==> src/rtl/snoop_pkg.sv <==
package snoop_pkg;

  // Attributes carried by one snoop through the capture stage.
  typedef struct packed {
    logic needs_wr;
    logic inval;
    logic express;
    logic need_resp;
    logic uncached;
    logic plain_inv;
  } snp_attr_t;

  localparam int unsigned SNP_ATTR_W = $bits(snp_attr_t);

endpackage

==> src/rtl/snoop_capture.sv <==
module snoop_capture
  import snoop_pkg::*;
#(
  parameter int unsigned ORD_W  = 8,
  parameter bit          IN_REG = 1'b1
) (
  input  logic             clk,
  input  logic             rst_n,
  input  logic             v_i,
  input  snp_attr_t        attr_i,
  input  logic [ORD_W-1:0] ord_i,
  output logic             v_o,
  output snp_attr_t        attr_o,
  output logic [ORD_W-1:0] ord_o
);

  generate
    if (IN_REG) begin : g_reg
      logic             v_q;
      snp_attr_t        attr_q;
      logic [ORD_W-1:0] ord_q;
      snp_attr_t        attr_d;
      logic [ORD_W-1:0] ord_d;

      // Payload only loads with a valid snoop.
      always_comb begin
        attr_d = attr_q;
        ord_d  = ord_q;
        if (v_i) begin
          attr_d = attr_i;
          ord_d  = ord_i;
        end
      end

      always_ff @(posedge clk or negedge rst_n) begin
        if (!rst_n) begin
          v_q    <= 1'b0;
          attr_q <= '0;
          ord_q  <= '0;
        end else begin
          v_q    <= v_i;
          attr_q <= attr_d;
          ord_q  <= ord_d;
        end
      end

      assign v_o    = v_q;
      assign attr_o = attr_q;
      assign ord_o  = ord_q;
    end else begin : g_pass
      assign v_o    = v_i;
      assign attr_o = attr_i;
      assign ord_o  = ord_i;
    end
  endgenerate

endmodule

==> src/rtl/snoop_order.sv <==
module snoop_order (
  input  logic clk,
  input  logic rst_n,
  input  logic v_i,
  input  logic needs_wr_i,
  input  logic inval_i,
  input  logic express_i,
  input  logic in_service_i,
  input  logic dn_pending_i,
  output logic precede_o,
  output logic handled_o,
  output logic proto_err_o,
  output logic rewrite_prim_o,
  output logic rewrite_defer_o
);

  logic snoop_first;

  always_comb begin
    snoop_first     = !in_service_i || (express_i && dn_pending_i);
    precede_o       = v_i && snoop_first;
    handled_o       = v_i && !snoop_first;
    proto_err_o     = v_i && (needs_wr_i != inval_i);
    rewrite_prim_o  = v_i && snoop_first && needs_wr_i;
    rewrite_defer_o = v_i && needs_wr_i;
  end


  prim_rewrite_chk: assert property (@(posedge clk) disable iff (!rst_n)
    rewrite_prim_o |-> (rewrite_defer_o && !handled_o));

endmodule

==> src/rtl/snoop_action.sv <==
module snoop_action (
  input  logic clk,
  input  logic rst_n,
  input  logic handled_i,
  input  logic post_inv_i,
  input  logic needs_wr_i,
  input  logic inval_i,
  input  logic need_resp_i,
  input  logic uncached_i,
  input  logic plain_inv_i,
  input  logic await_mod_i,
  input  logic dn_pending_i,
  input  logic prim_needs_wr_i,
  output logic save_o,
  output logic save_pending_o,
  output logic will_respond_o,
  output logic cache_resp_o,
  output logic had_writable_o,
  output logic has_sharers_o,
  output logic set_inv_o,
  output logic set_dgr_o
);

  logic active;

  always_comb begin
    active         = handled_i && !post_inv_i;
    save_o         = active && (await_mod_i || inval_i);
    save_pending_o = save_o && dn_pending_i && prim_needs_wr_i;
    will_respond_o = save_o && await_mod_i && need_resp_i && !plain_inv_i;
    cache_resp_o   = save_o && await_mod_i;
    had_writable_o = save_o && await_mod_i;
    set_inv_o      = save_o && needs_wr_i;
    set_dgr_o      = active && !needs_wr_i && !uncached_i;
    has_sharers_o  = set_dgr_o;
  end


  respond_owner_chk: assert property (@(posedge clk) disable iff (!rst_n)
    will_respond_o |-> (cache_resp_o && save_o));

endmodule

==> src/rtl/post_flags.sv <==
module post_flags (
  input  logic clk,
  input  logic rst_n,
  input  logic mark_i,
  input  logic set_inv_i,
  input  logic set_dgr_i,
  output logic post_inv_o,
  output logic post_dgr_o
);

  logic inv_q, dgr_q;
  logic inv_d, dgr_d;
  logic flag_en;

  always_comb begin
    flag_en = mark_i || set_inv_i || set_dgr_i;
    inv_d   = inv_q;
    dgr_d   = dgr_q;
    if (mark_i) begin
      inv_d = 1'b0;
      dgr_d = 1'b0;
    end else begin
      inv_d = inv_q || set_inv_i;
      dgr_d = dgr_q || set_dgr_i;
    end
  end

  always_ff @(posedge clk or negedge rst_n) begin
    if (!rst_n) begin
      inv_q <= 1'b0;
      dgr_q <= 1'b0;
    end else if (flag_en) begin
      inv_q <= inv_d;
      dgr_q <= dgr_d;
    end
  end

  assign post_inv_o = inv_q;
  assign post_dgr_o = dgr_q;


  mark_clear_chk: assert property (@(posedge clk) disable iff (!rst_n)
    mark_i |=> (!post_inv_o && !post_dgr_o));

endmodule

==> src/rtl/snoop_decide.sv <==
module snoop_decide
  import snoop_pkg::*;
#(
  parameter int unsigned ORD_W  = 8,
  parameter bit          IN_REG = 1'b1
) (
  input  logic             clk,
  input  logic             rst_n,
  input  logic             snp_valid_i,
  input  logic             snp_needs_wr_i,
  input  logic             snp_inval_i,
  input  logic             snp_express_i,
  input  logic             snp_need_resp_i,
  input  logic             snp_uncached_i,
  input  logic             snp_plain_inv_i,
  input  logic [ORD_W-1:0] snp_order_i,
  input  logic             ent_in_service_i,
  input  logic             ent_dn_pending_i,
  input  logic             ent_await_mod_i,
  input  logic             ent_prim_needs_wr_i,
  input  logic             mark_svc_i,
  output logic             dec_valid_o,
  output logic             handled_o,
  output logic             proto_err_o,
  output logic             save_o,
  output logic             save_pending_o,
  output logic [ORD_W-1:0] save_order_o,
  output logic             will_respond_o,
  output logic             cache_resp_o,
  output logic             had_writable_o,
  output logic             has_sharers_o,
  output logic             rewrite_prim_o,
  output logic             rewrite_defer_o,
  output logic             post_inv_o,
  output logic             post_dgr_o
);

  snp_attr_t        attr_in, attr_c;
  logic             v_c;
  logic [ORD_W-1:0] ord_c;
  logic             precede;
  logic             set_inv, set_dgr;

  always_comb begin
    attr_in.needs_wr  = snp_needs_wr_i;
    attr_in.inval     = snp_inval_i;
    attr_in.express   = snp_express_i;
    attr_in.need_resp = snp_need_resp_i;
    attr_in.uncached  = snp_uncached_i;
    attr_in.plain_inv = snp_plain_inv_i;
  end

  snoop_capture #(.ORD_W(ORD_W), .IN_REG(IN_REG)) u_cap (
    .clk    (clk),
    .rst_n  (rst_n),
    .v_i    (snp_valid_i),
    .attr_i (attr_in),
    .ord_i  (snp_order_i),
    .v_o    (v_c),
    .attr_o (attr_c),
    .ord_o  (ord_c)
  );

  snoop_order u_ord (
    .clk             (clk),
    .rst_n           (rst_n),
    .v_i             (v_c),
    .needs_wr_i      (attr_c.needs_wr),
    .inval_i         (attr_c.inval),
    .express_i       (attr_c.express),
    .in_service_i    (ent_in_service_i),
    .dn_pending_i    (ent_dn_pending_i),
    .precede_o       (precede),
    .handled_o       (handled_o),
    .proto_err_o     (proto_err_o),
    .rewrite_prim_o  (rewrite_prim_o),
    .rewrite_defer_o (rewrite_defer_o)
  );

  snoop_action u_act (
    .clk             (clk),
    .rst_n           (rst_n),
    .handled_i       (handled_o),
    .post_inv_i      (post_inv_o),
    .needs_wr_i      (attr_c.needs_wr),
    .inval_i         (attr_c.inval),
    .need_resp_i     (attr_c.need_resp),
    .uncached_i      (attr_c.uncached),
    .plain_inv_i     (attr_c.plain_inv),
    .await_mod_i     (ent_await_mod_i),
    .dn_pending_i    (ent_dn_pending_i),
    .prim_needs_wr_i (ent_prim_needs_wr_i),
    .save_o          (save_o),
    .save_pending_o  (save_pending_o),
    .will_respond_o  (will_respond_o),
    .cache_resp_o    (cache_resp_o),
    .had_writable_o  (had_writable_o),
    .has_sharers_o   (has_sharers_o),
    .set_inv_o       (set_inv),
    .set_dgr_o       (set_dgr)
  );

  post_flags u_flags (
    .clk        (clk),
    .rst_n      (rst_n),
    .mark_i     (mark_svc_i),
    .set_inv_i  (set_inv),
    .set_dgr_i  (set_dgr),
    .post_inv_o (post_inv_o),
    .post_dgr_o (post_dgr_o)
  );

  assign dec_valid_o  = v_c;
  assign save_order_o = save_o ? ord_c : '0;


  inv_blocks_save_chk: assert property (@(posedge clk) disable iff (!rst_n)
    (dec_valid_o && post_inv_o) |-> !save_o);


  save_sets_inv_chk: assert property (@(posedge clk) disable iff (!rst_n)
    (save_o && attr_c.needs_wr && !mark_svc_i) |=> post_inv_o);


  precede_quiet_chk: assert property (@(posedge clk) disable iff (!rst_n)
    precede |-> (!save_o && !has_sharers_o && !handled_o));

endmodule

==> config.mk <==
export PLATFORM = sky130hd
export DESIGN_NAME = snoop_decide
export DESIGN_NICKNAME = d
export VERILOG_FILES = /design/src/rtl/snoop_pkg.sv /design/src/rtl/snoop_capture.sv /design/src/rtl/snoop_order.sv /design/src/rtl/snoop_action.sv /design/src/rtl/post_flags.sv /design/src/rtl/snoop_decide.sv
export SDC_FILE = /design/constraint.sdc
export NUM_CORES = 1
export LEC_CHECK = 0
export ABC_AREA = 1
export BUFFER_PORTS_ARGS = -buffer_cell sky130_fd_sc_hd__buf_2
export CORE_ASPECT_RATIO = 0.9
export CORE_MARGIN = 2
export CORE_UTILIZATION = 38
export DETAILED_ROUTE_END_ITERATION = 8
export GPL_TIMING_DRIVEN = 0
export PLACE_DENSITY = 0.72
export RECOVER_POWER = 100
export SYNTH_ARGS = -nofsm -noshare
export SYNTH_HDL_FRONTEND = slang
export SYNTH_SLANG_ARGS = --single-unit
==> constraint.sdc <==
create_clock -name clk -period 1 [get_ports clk]
set_input_delay 0.1 -clock clk [delete_from_list [all_inputs] [get_ports clk]]
set_output_delay 0.1 -clock clk [all_outputs]
set_load 0.1 [all_outputs]
# [Word-level counts from Yosys, hierarchy flattened]
# Index checks and enable logic that the tools add are counted.
[totals] ff_bits=17 inputBits=22 wordCells=42
[classes] eq_ne=1 mux=3 reduce_logical=28
[op_table] op="logical AND 1 bit" n=16
[op_table] op="2-to-1 mux 8 bit" n=1
[op_table] op="zero test 1 bit" n=6
[op_table] op="logical OR 1 bit" n=6
[op_table] op="2-to-1 mux 1 bit" n=2
[op_table] op="!= test 1 bit" n=1

# [Depth between registers and ports, before layout]
# Gate-level depths: netlist (run 1).
[logic_depth] ltp_word=9 mapped_depth=5 mapped_depth_nobuf=5

# [By module]
# Synthesis (run 1) repeated with hierarchy kept, for this count alone.
[hier_totals] hier_cells=117 area_unflattened_um2=839.6
[modules_own_cells] module="snoop_capture" instances=1 cells_each=60 area_per_inst_um2=555.5 seq_area_each_um2=375.4
[modules_own_cells] module="snoop_action" instances=1 cells_each=20 area_per_inst_um2=95.1 seq_area_each_um2=0.0
[modules_own_cells] module="post_flags" instances=1 cells_each=6 area_per_inst_um2=65.1 seq_area_each_um2=50.0
[modules_own_cells] module="snoop_decide" instances=1 cells_each=17 area_per_inst_um2=65.1 seq_area_each_um2=0.0
[modules_own_cells] module="snoop_order" instances=1 cells_each=14 area_per_inst_um2=58.8 seq_area_each_um2=0.0

# [Worst setup path after synthesis (run 1)]
# No wires, ideal clock.
[synth_timing] path_kind="register to output" start="reg u_cap.g_reg.v_q, in the netlist u_cap.v_o" end="out will_respond_o" arrival_ns=4.062 t_required_ns=0.900 setup_slack_ns=-3.162 stages_incl_launch_ff=3 path_buffers=0 path_cell_list="dfrtp_1 > nand4_2 > nor4_1"
[synth_between] elab_chain_len=6
[synth_lines] item="start: declaration" line_no="snoop_capture.sv:19" text="logic v_q;"
[synth_lines] item="start signal: assignment" line_no="snoop_capture.sv:41" text="v_q <= v_i;"
[synth_lines] item="logical AND 1 bit" line_no="snoop_order.sv:22" text="handled_o = v_i && !snoop_first;"
[synth_lines] item="logical AND 1 bit" line_no="snoop_action.sv:27" text="active = handled_i && !post_inv_i;"
[synth_lines] item="logical AND 1 bit" line_no="snoop_action.sv:28" text="save_o = active && (await_mod_i || inval_i);"
[synth_lines] item="logical AND 1 bit (3 in series)" line_no="snoop_action.sv:30" text="will_respond_o = save_o && await_mod_i && need_resp_i && !plain_inv_i;"
[synth_lines] item="end: declaration" line_no="snoop_decide.sv:28" text="output logic will_respond_o,"
# Every way passes these cells.

# [Worst setup path in the final report (run 1)]
[layout_timing] start="reg u_cap.g_reg.attr_q, in the netlist u_cap.attr_o[3]" end="out save_order_o[4]"
[layout_between] elab_chain_len=7
[layout_lines] item="start: declaration" line_no="snoop_capture.sv:20" text="snp_attr_t attr_q;"
[layout_lines] item="start signal: assignment" line_no="snoop_capture.sv:42" text="attr_q <= attr_d;"
[layout_lines] item="logical AND 1 bit" line_no="snoop_order.sv:20" text="snoop_first = !in_service_i || (express_i && dn_pending_i);"
[layout_lines] item="logical OR 1 bit" line_no="snoop_order.sv:20"
[layout_lines] item="zero test 1 bit" line_no="snoop_order.sv:22"
[layout_lines] item="logical AND 1 bit" line_no="snoop_order.sv:22"
[layout_lines] item="logical AND 1 bit" line_no="snoop_action.sv:27"
[layout_lines] item="logical AND 1 bit" line_no="snoop_action.sv:28"
[layout_lines] item="2-to-1 mux 8 bit" line_no="snoop_decide.sv:114" text="assign save_order_o = save_o ? ord_c : '0;"
[layout_lines] item="end: declaration" line_no="snoop_decide.sv:27" text="output logic [ORD_W-1:0] save_order_o,"
# Every way passes these cells.

==> results by group, run 1 <==
GRT
  • First-pass GRT wire length: approximately 4500 um
  • Antenna violations before repair: 0
  • Most Crowded Layer GR: met2
  • Vias in the first global route: between 900 and 1000
  • GRT Overall Usage: 0.262
  • M1 GR Usage: 0.333
  • GRT met3 Usage: 0.0188
  • Pin count of the biggest net entering global routing: 18
  • Met2 usage: 0.486
  • Grt ovf: 0

STA
  • Setup Viol. Count Final: 23
  • Slew Limit Headroom: 0.719
  • Final Max Slew Viols: 0
  • Tcrit/Tclk final: 1.71
  • Highest clock rate: approximately 0.59 GHz
  • Slew @ Worst Pin: about 420 ps
  • Worst setup margin: -708 ps
  • Final hold violations: 0
  • Clock skew: between 1 and 1.5 ps
  • RSZ-0062 raised after global routing: yes
  • Final min period: ~1700 ps

Worst setup path
  • Slowest stage delay, CP: around 430 ps
  • Critical path type: reg2out
  • Worst path cell trace: nand2_4 > nand3_4 > nor2_4 > nand2_4 > nor2_4 > buf_12
  • CP arrival: between 1500 and 2000 ps
  • Worst Setup Start Kind: flip-flop
  • Worst r2r src: u_cap.attr_o[3]
  • Endpoint class of the critical path: output port
  • CP required: ~900 ps
  • CP startpoint: u_cap.attr_o[3]
  • Slowest-stage cell, CP: dfrtp_1
  • Critical Path Fanout Max: 5
  • CP bufs+invs: 1
  • Delay-heaviest family, CP: simple AND/OR/NAND/NOR gates

Floorplanning
  • Die width: between 50 and 60 um
  • Core area: between 1500 and 2000 um^2
  • Rows: 15
  • Die Y: approximately 47 um
  • Die area: approximately 2500 um^2
  • Ports: between 40 and 50
  • Initial Utilization: 0.408

Cells and area
  • Fin util: 0.886
  • Fin nets: 180
  • Finished Cell Area: between 1500 and 2000 um^2
  • Share of cells above drive strength 1: 0.637
  • N_diodes: 0
  • Area Growth Syn to Fin: 117%
  • Commonest cells after routing, fill and taps aside: buf_2 (23), buf_12 (19), dfrtp_1 (15)
  • Commonest non-fill, non-tap cell in the layout: buf_2

Route
  • Post-route ant nets: 0
  • TritonRoute pass-1 iters: 4
  • Post-route DRC: 0
  • Routed length per instance: 17.8 um
  • Routed wire length: between 3000 and 4000 um
  • Vias: slightly above 900
  • Via density: 4.97
  • DRT iter0 DRCs: 16

Placed design
  • Worst slack at placement: -611 ps
  • Area post-placement: roughly 1200 um^2
  • Port bufs: between 40 and 50
  • Final Wtd Congestion: approximately 0.73
  • HPWL Detailed: roughly 1400 um

Run status
  • Violated checks: negative setup slack
  • Outcome: complete, but fails checks

Synthesis
  • Syn_area_per_cell: 8.66 um^2
  • Synth cell types: 17
  • Synth Register Bits: 17
  • Post-synth top area cell: dfrtp_1
  • Cell area after synthesis: 797 um^2
  • Dominant cells by area after synthesis: dfrtp_1 (53%), o21ai_0 (8.2%), inv_1 (8.0%)
  • Synth warnings: 0
  • Syn_nets: approximately 110
  • Syn Inst Count: between 90 and 100
  • Post-synth top area share: 0.534
  • Sequential share of the synthesized area: 0.534

Clock tree
  • H-tree depth: 1
  • Max clock buf depth: 2
  • TritonCTS clock tree: built
  • Clock Sinks: 17
  • Worst-path clk slew: about 100 ps
  • Worst-skew pair later-pin latency: between 200 and 300 ps
  • TritonCTS buffer count: 3
  • Clock root buffer: clkbuf_4

Pwr
  • Peak supply drop: just under 0.001 V
  • Leakage: between 0.0007 and 0.0008 uW
  • Power Density: roughly 1200 nW/um^2

Job
  • Total of max-cap violations: 0

Min path
  • Hold_sp: snp_order_i[7]
  • Worst Hold Class: in2reg
==> worst reg2reg max path, delay by kind of cell, from the launching register on <==
kind | cells | cell delay (ps)
simple gates | 4 | 460
compound gates | 1 | 130
flops | 1 | 430
buf+inv | 2 | 260
==> path summary, 6_finish.rpt <==
check,endpoint,depth (start not counted),slack (ps)
worst max-delay path,save_order_o[4],6,-710
worst min-delay path,u_cap.ord_o[7],3,10
worst max register to register,u_flags.post_inv_o,7,-350
worst min register to register,u_cap.attr_o[2],2,570
max in group asynchronous,u_cap.v_o,2,390
min in group asynchronous,u_cap.attr_o[0],2,280
==> report_power, final <==
part / internal, uW / switching [uW]
registers: 746 / 35.4
logic: 309 / 563
clock network: 149 / 221
total: 1200 / 820
==> timing repair <==
action                                  CTS  global route
hold endpoints to repair                 20             0
endpoints found under the setup margin   23            23
pin swaps                                 8             9
hold buffers                              3             0
gates resized for setup                  94             4
buffers inserted                         11             4
gates cloned                              1             0
==> flip-flops by register name, summed over array words and instances (netlist names) <==
name / count
u_flags.post_dgr_o: 1
u_cap.ord_o: 8
u_cap.v_o: 1
u_flags.post_inv_o: 1
u_cap.attr_o: 6
==> synth_stat cells (all sizes together) <==
library cell	count
o21ai	13
nand3	2
nand4	1
a21oi	3
mux2	2
nand2	18
nor4	1
dfrtp	17
nor2	14
buf	4
inv	17
==> cells by family after synthesis <==
family / Yosys count / synth area share
AOI/OAI and AO/OA: 16 / 0.105
muxes: 2 / 0.0283
DFF: 17 / 0.534
and+or+nand+nor: 36 / 0.225
buffers and inverters: 21 / 0.108
==> layer usage <==
metal  part of all wire  routed length (um)
met1               0.38                1240
met5                  0                   0
met3              0.031                  99
met2               0.54                1740
met4              0.048                 156
==> final cells by class <==
type	count	area, um^2
timing repair buffer	60	667
multi-input combinational	55	465
sequential	17	433
fill	89	223
inverter	17	82.6
tap	25	31.3
clock buffer	3	22.5
buffer	4	22.5
clock inverter	1	5.00
==> stage by stage <==
step | power (uW) | cells | TNS (ps) | hold WS, ps
after global placement | 1380 | 159 | -8370 | 38.2
after global routing | 2100 | 182 | -12930 | 16.1
after floorplan | 1260 | 92 | -12750 | -196
after CTS | 1970 | 178 | -10910 | 7.33
after detailed placement | 1390 | 159 | -8810 | 36.7
final | 2020 | 182 | -11910 | 13.1
Note: power is estimated with default switching activity, not from simulation.
==> run 2, diff against run 1 <==
==> constraint.sdc (replaced) <==
create_clock -name clk -period 1 [get_ports clk]
set_input_delay 0.1 -clock clk [delete_from_list [all_inputs] [get_ports clk]]
set_output_delay 0.1 -clock clk [all_outputs]
set_load 0.05 [all_outputs]
==> run 2 against run 1 <==
Setup slack better by 100 ps; the run still ends with negative setup slack left; die area unchanged; non-clock buffer count grew 1; critical path depth unchanged.
==> results by group, run 2 (same netlist as run 1, synthesis figures left out) <==
Cells and area
  • Multi-input gate area: about 400 um^2
  • Commonest non-fill, non-tap cell in the layout: buf_2
  • N_diodes: 0
  • Fin nets: 180
  • Max reg flops: 8
  • Fill cells: about 130
  • Commonest cells after routing, fill and taps aside: buf_2 (23), buf_6 (21), nand2_1 (15)
  • Area Growth Syn to Fin: 89.8%
  • Finished Cell Area: approximately 1500 um^2
  • Register area: 429 um^2
  • Share of cells above drive strength 1: 0.618

Run status
  • Outcome: complete, but fails checks
  • Violated checks: negative setup slack

Floorplanning
  • Die width: ~52 um
  • Rows: 15
  • Ports: 43
  • Die Y: 47.4 um
  • Initial Utilization: 0.408
  • Die area: roughly 2500 um^2
  • Core area: a little under 2000 um^2

Worst setup path
  • Slowest stage delay, CP: 420 ps
  • Worst R2R Setup Slack: -310 ps
  • CP arrival: approximately 1500 ps
  • Slowest-stage cell, CP: dfrtp_1
  • Critical path type: reg2out
  • CP required: roughly 900 ps
  • Reg2reg end: u_flags.post_inv_o
  • Worst path cell trace: nand2_2 > nand3_2 > nor2_4 > nand2_8 > nor2_4 > buf_6
  • Endpoint class of the critical path: output port
  • Cell mode on critical path: nor2_4
  • Worst Setup Start Kind: flip-flop
  • R2R depth: 7
  • Critical Path Fanout Max: 10
  • Worst r2r src: u_cap.attr_o[3]

Placed design
  • Port bufs: 42
  • Final Wtd Congestion: about 0.71
  • HPWL Detailed: ~1400 um
  • Area post-placement: roughly 1100 um^2

GRT
  • Vias in the first global route: 850
  • Antenna violations before repair: 0
  • First-pass GRT wire length: 3660 um
  • Grt ovf: 0
  • Pin count of the biggest net entering global routing: 18
  • GRT Overall Usage: 0.211

Min path
  • Hold path cells: 3
  • Hold path endpoint: u_cap.ord_o[0]
  • Worst Hold Class: in2reg
  • Hold_sp: snp_order_i[0]

Route
  • Met3 WL post-DR: around 140 um
  • Top layer in use: met4
  • Routed wl met2: 1600 um
  • TritonRoute pass-1 iters: 4
  • Post-route ant nets: 0
  • Post-route DRC: 0
  • M1 WL: approximately 1000 um
  • Routed length per instance: 15.4 um
  • DRT iter0 DRCs: 13
  • Via density: between 4 and 5
  • Vias: a little under 900
  • Routed wire length: 2800 um

Clock tree
  • Worst-path clk slew: 110 ps
  • H-tree depth: 1
  • TritonCTS buffer count: 3
  • TritonCTS clock tree: built
  • Clock root buffer: clkbuf_4
  • Clock Sinks: 17
  • Max clock buf depth: 2
  • Worst-skew pair later-pin latency: 290 ps

STA
  • RSZ-0062 raised after global routing: yes
  • Clock skew: about 12 ps
  • Setup Viol. Count Final: 22
  • Final Max Slew Viols: 0
  • Tcrit/Tclk final: 1.61
  • Final min period: ~1600 ps
  • Highest clock rate: slightly above 0.6 GHz
  • Setup TNS: -10540 ps
  • Slew @ Worst Pin: about 430 ps
  • Final hold violations: 0
  • Worst setup margin: -605 ps
  • Slew Limit Headroom: 0.711
  • Hold_ws: 12.4 ps

Pwr
  • Leakage: 0.000736 uW
  • Tot Pwr: around 1800 uW
  • Peak supply drop: ~0.00084 V
  • Power Density: 1170 nW/um^2

Job
  • Total of max-cap violations: 0
==> run 2: changes by cell type in the layout (fill, tap and decap cells not counted), sizes merged <==
cell / previous run / this run
nand2: 19 / 18
clkinv: 1 / 0
inv: 14 / 15
buf: 59 / 61
clkinvlp: 3 / 2
==> run 2: repair_timing <==
item	CTS	global route
buffers inserted	11	5
gates cloned	0	0
hold endpoints to repair	20	0
hold buffers	3	0
resized for setup	53	8
pin swaps	3	3
endpoints found under the setup margin	22	23
==> run 2: worst max-delay path by stage <==
| stage | end | from | slack, ps | cells past startpoint |
|---|---|---|---|---|
| 2_1_floorplan | save_order_o[1] | u_cap.v_o | -480 | 4 |
| 3_3_place_gp | save_order_o[2] | u_cap.attr_o[3] | -360 | 6 |
| 3_5_place_dp | save_order_o[0] | u_cap.attr_o[3] | -390 | 6 |
| 4_1_cts | save_order_o[2] | u_cap.attr_o[3] | -550 | 6 |
| 5_1_grt | save_order_o[0] | u_cap.attr_o[3] | -660 | 6 |
| 6_report | save_order_o[0] | u_cap.attr_o[3] | -610 | 6 |
==> run 2: layer usage <==
layer  vias to the layer above  track usage
li1                        415            -
met1                       424        0.232
met2                        39        0.390
met3                         2       0.0656
met4                         0       0.0821
met5                         -            0
==> run 2: power breakdown <==
part / internal, uW / switching [uW] / total (uW)
Sequential: 745 / 34.3 / 779
Combinational: 250 / 369 / 619
Clock: 155 / 220 / 375
==> run 2: cell type report <==
type / count / share of cell area
multi-input combinational: 54 / 0.265
buffer: 4 / 0.0174
clock buffer: 4 / 0.0174
sequential: 17 / 0.284
inverter: 17 / 0.0455
timing repair buffer: 61 / 0.351
tap: 25 / 0.0207
==> run 2: through the flow <==
stage	cells	setup slack (ps)	util
4_1_cts	177	-552	0.743
3_5_place_dp	159	-388	0.578
3_3_place_gp	159	-364	0.578
2_1_floorplan	92	-481	-
6_report	182	-605	0.775
5_1_grt	182	-664	0.775
==> run 2: critical path, delay by kind of cell (launching register included) <==
kind	cells	cell delay [ps]
and+or+nand+nor	5	630
DFF	1	420
buffers and inverters	1	160
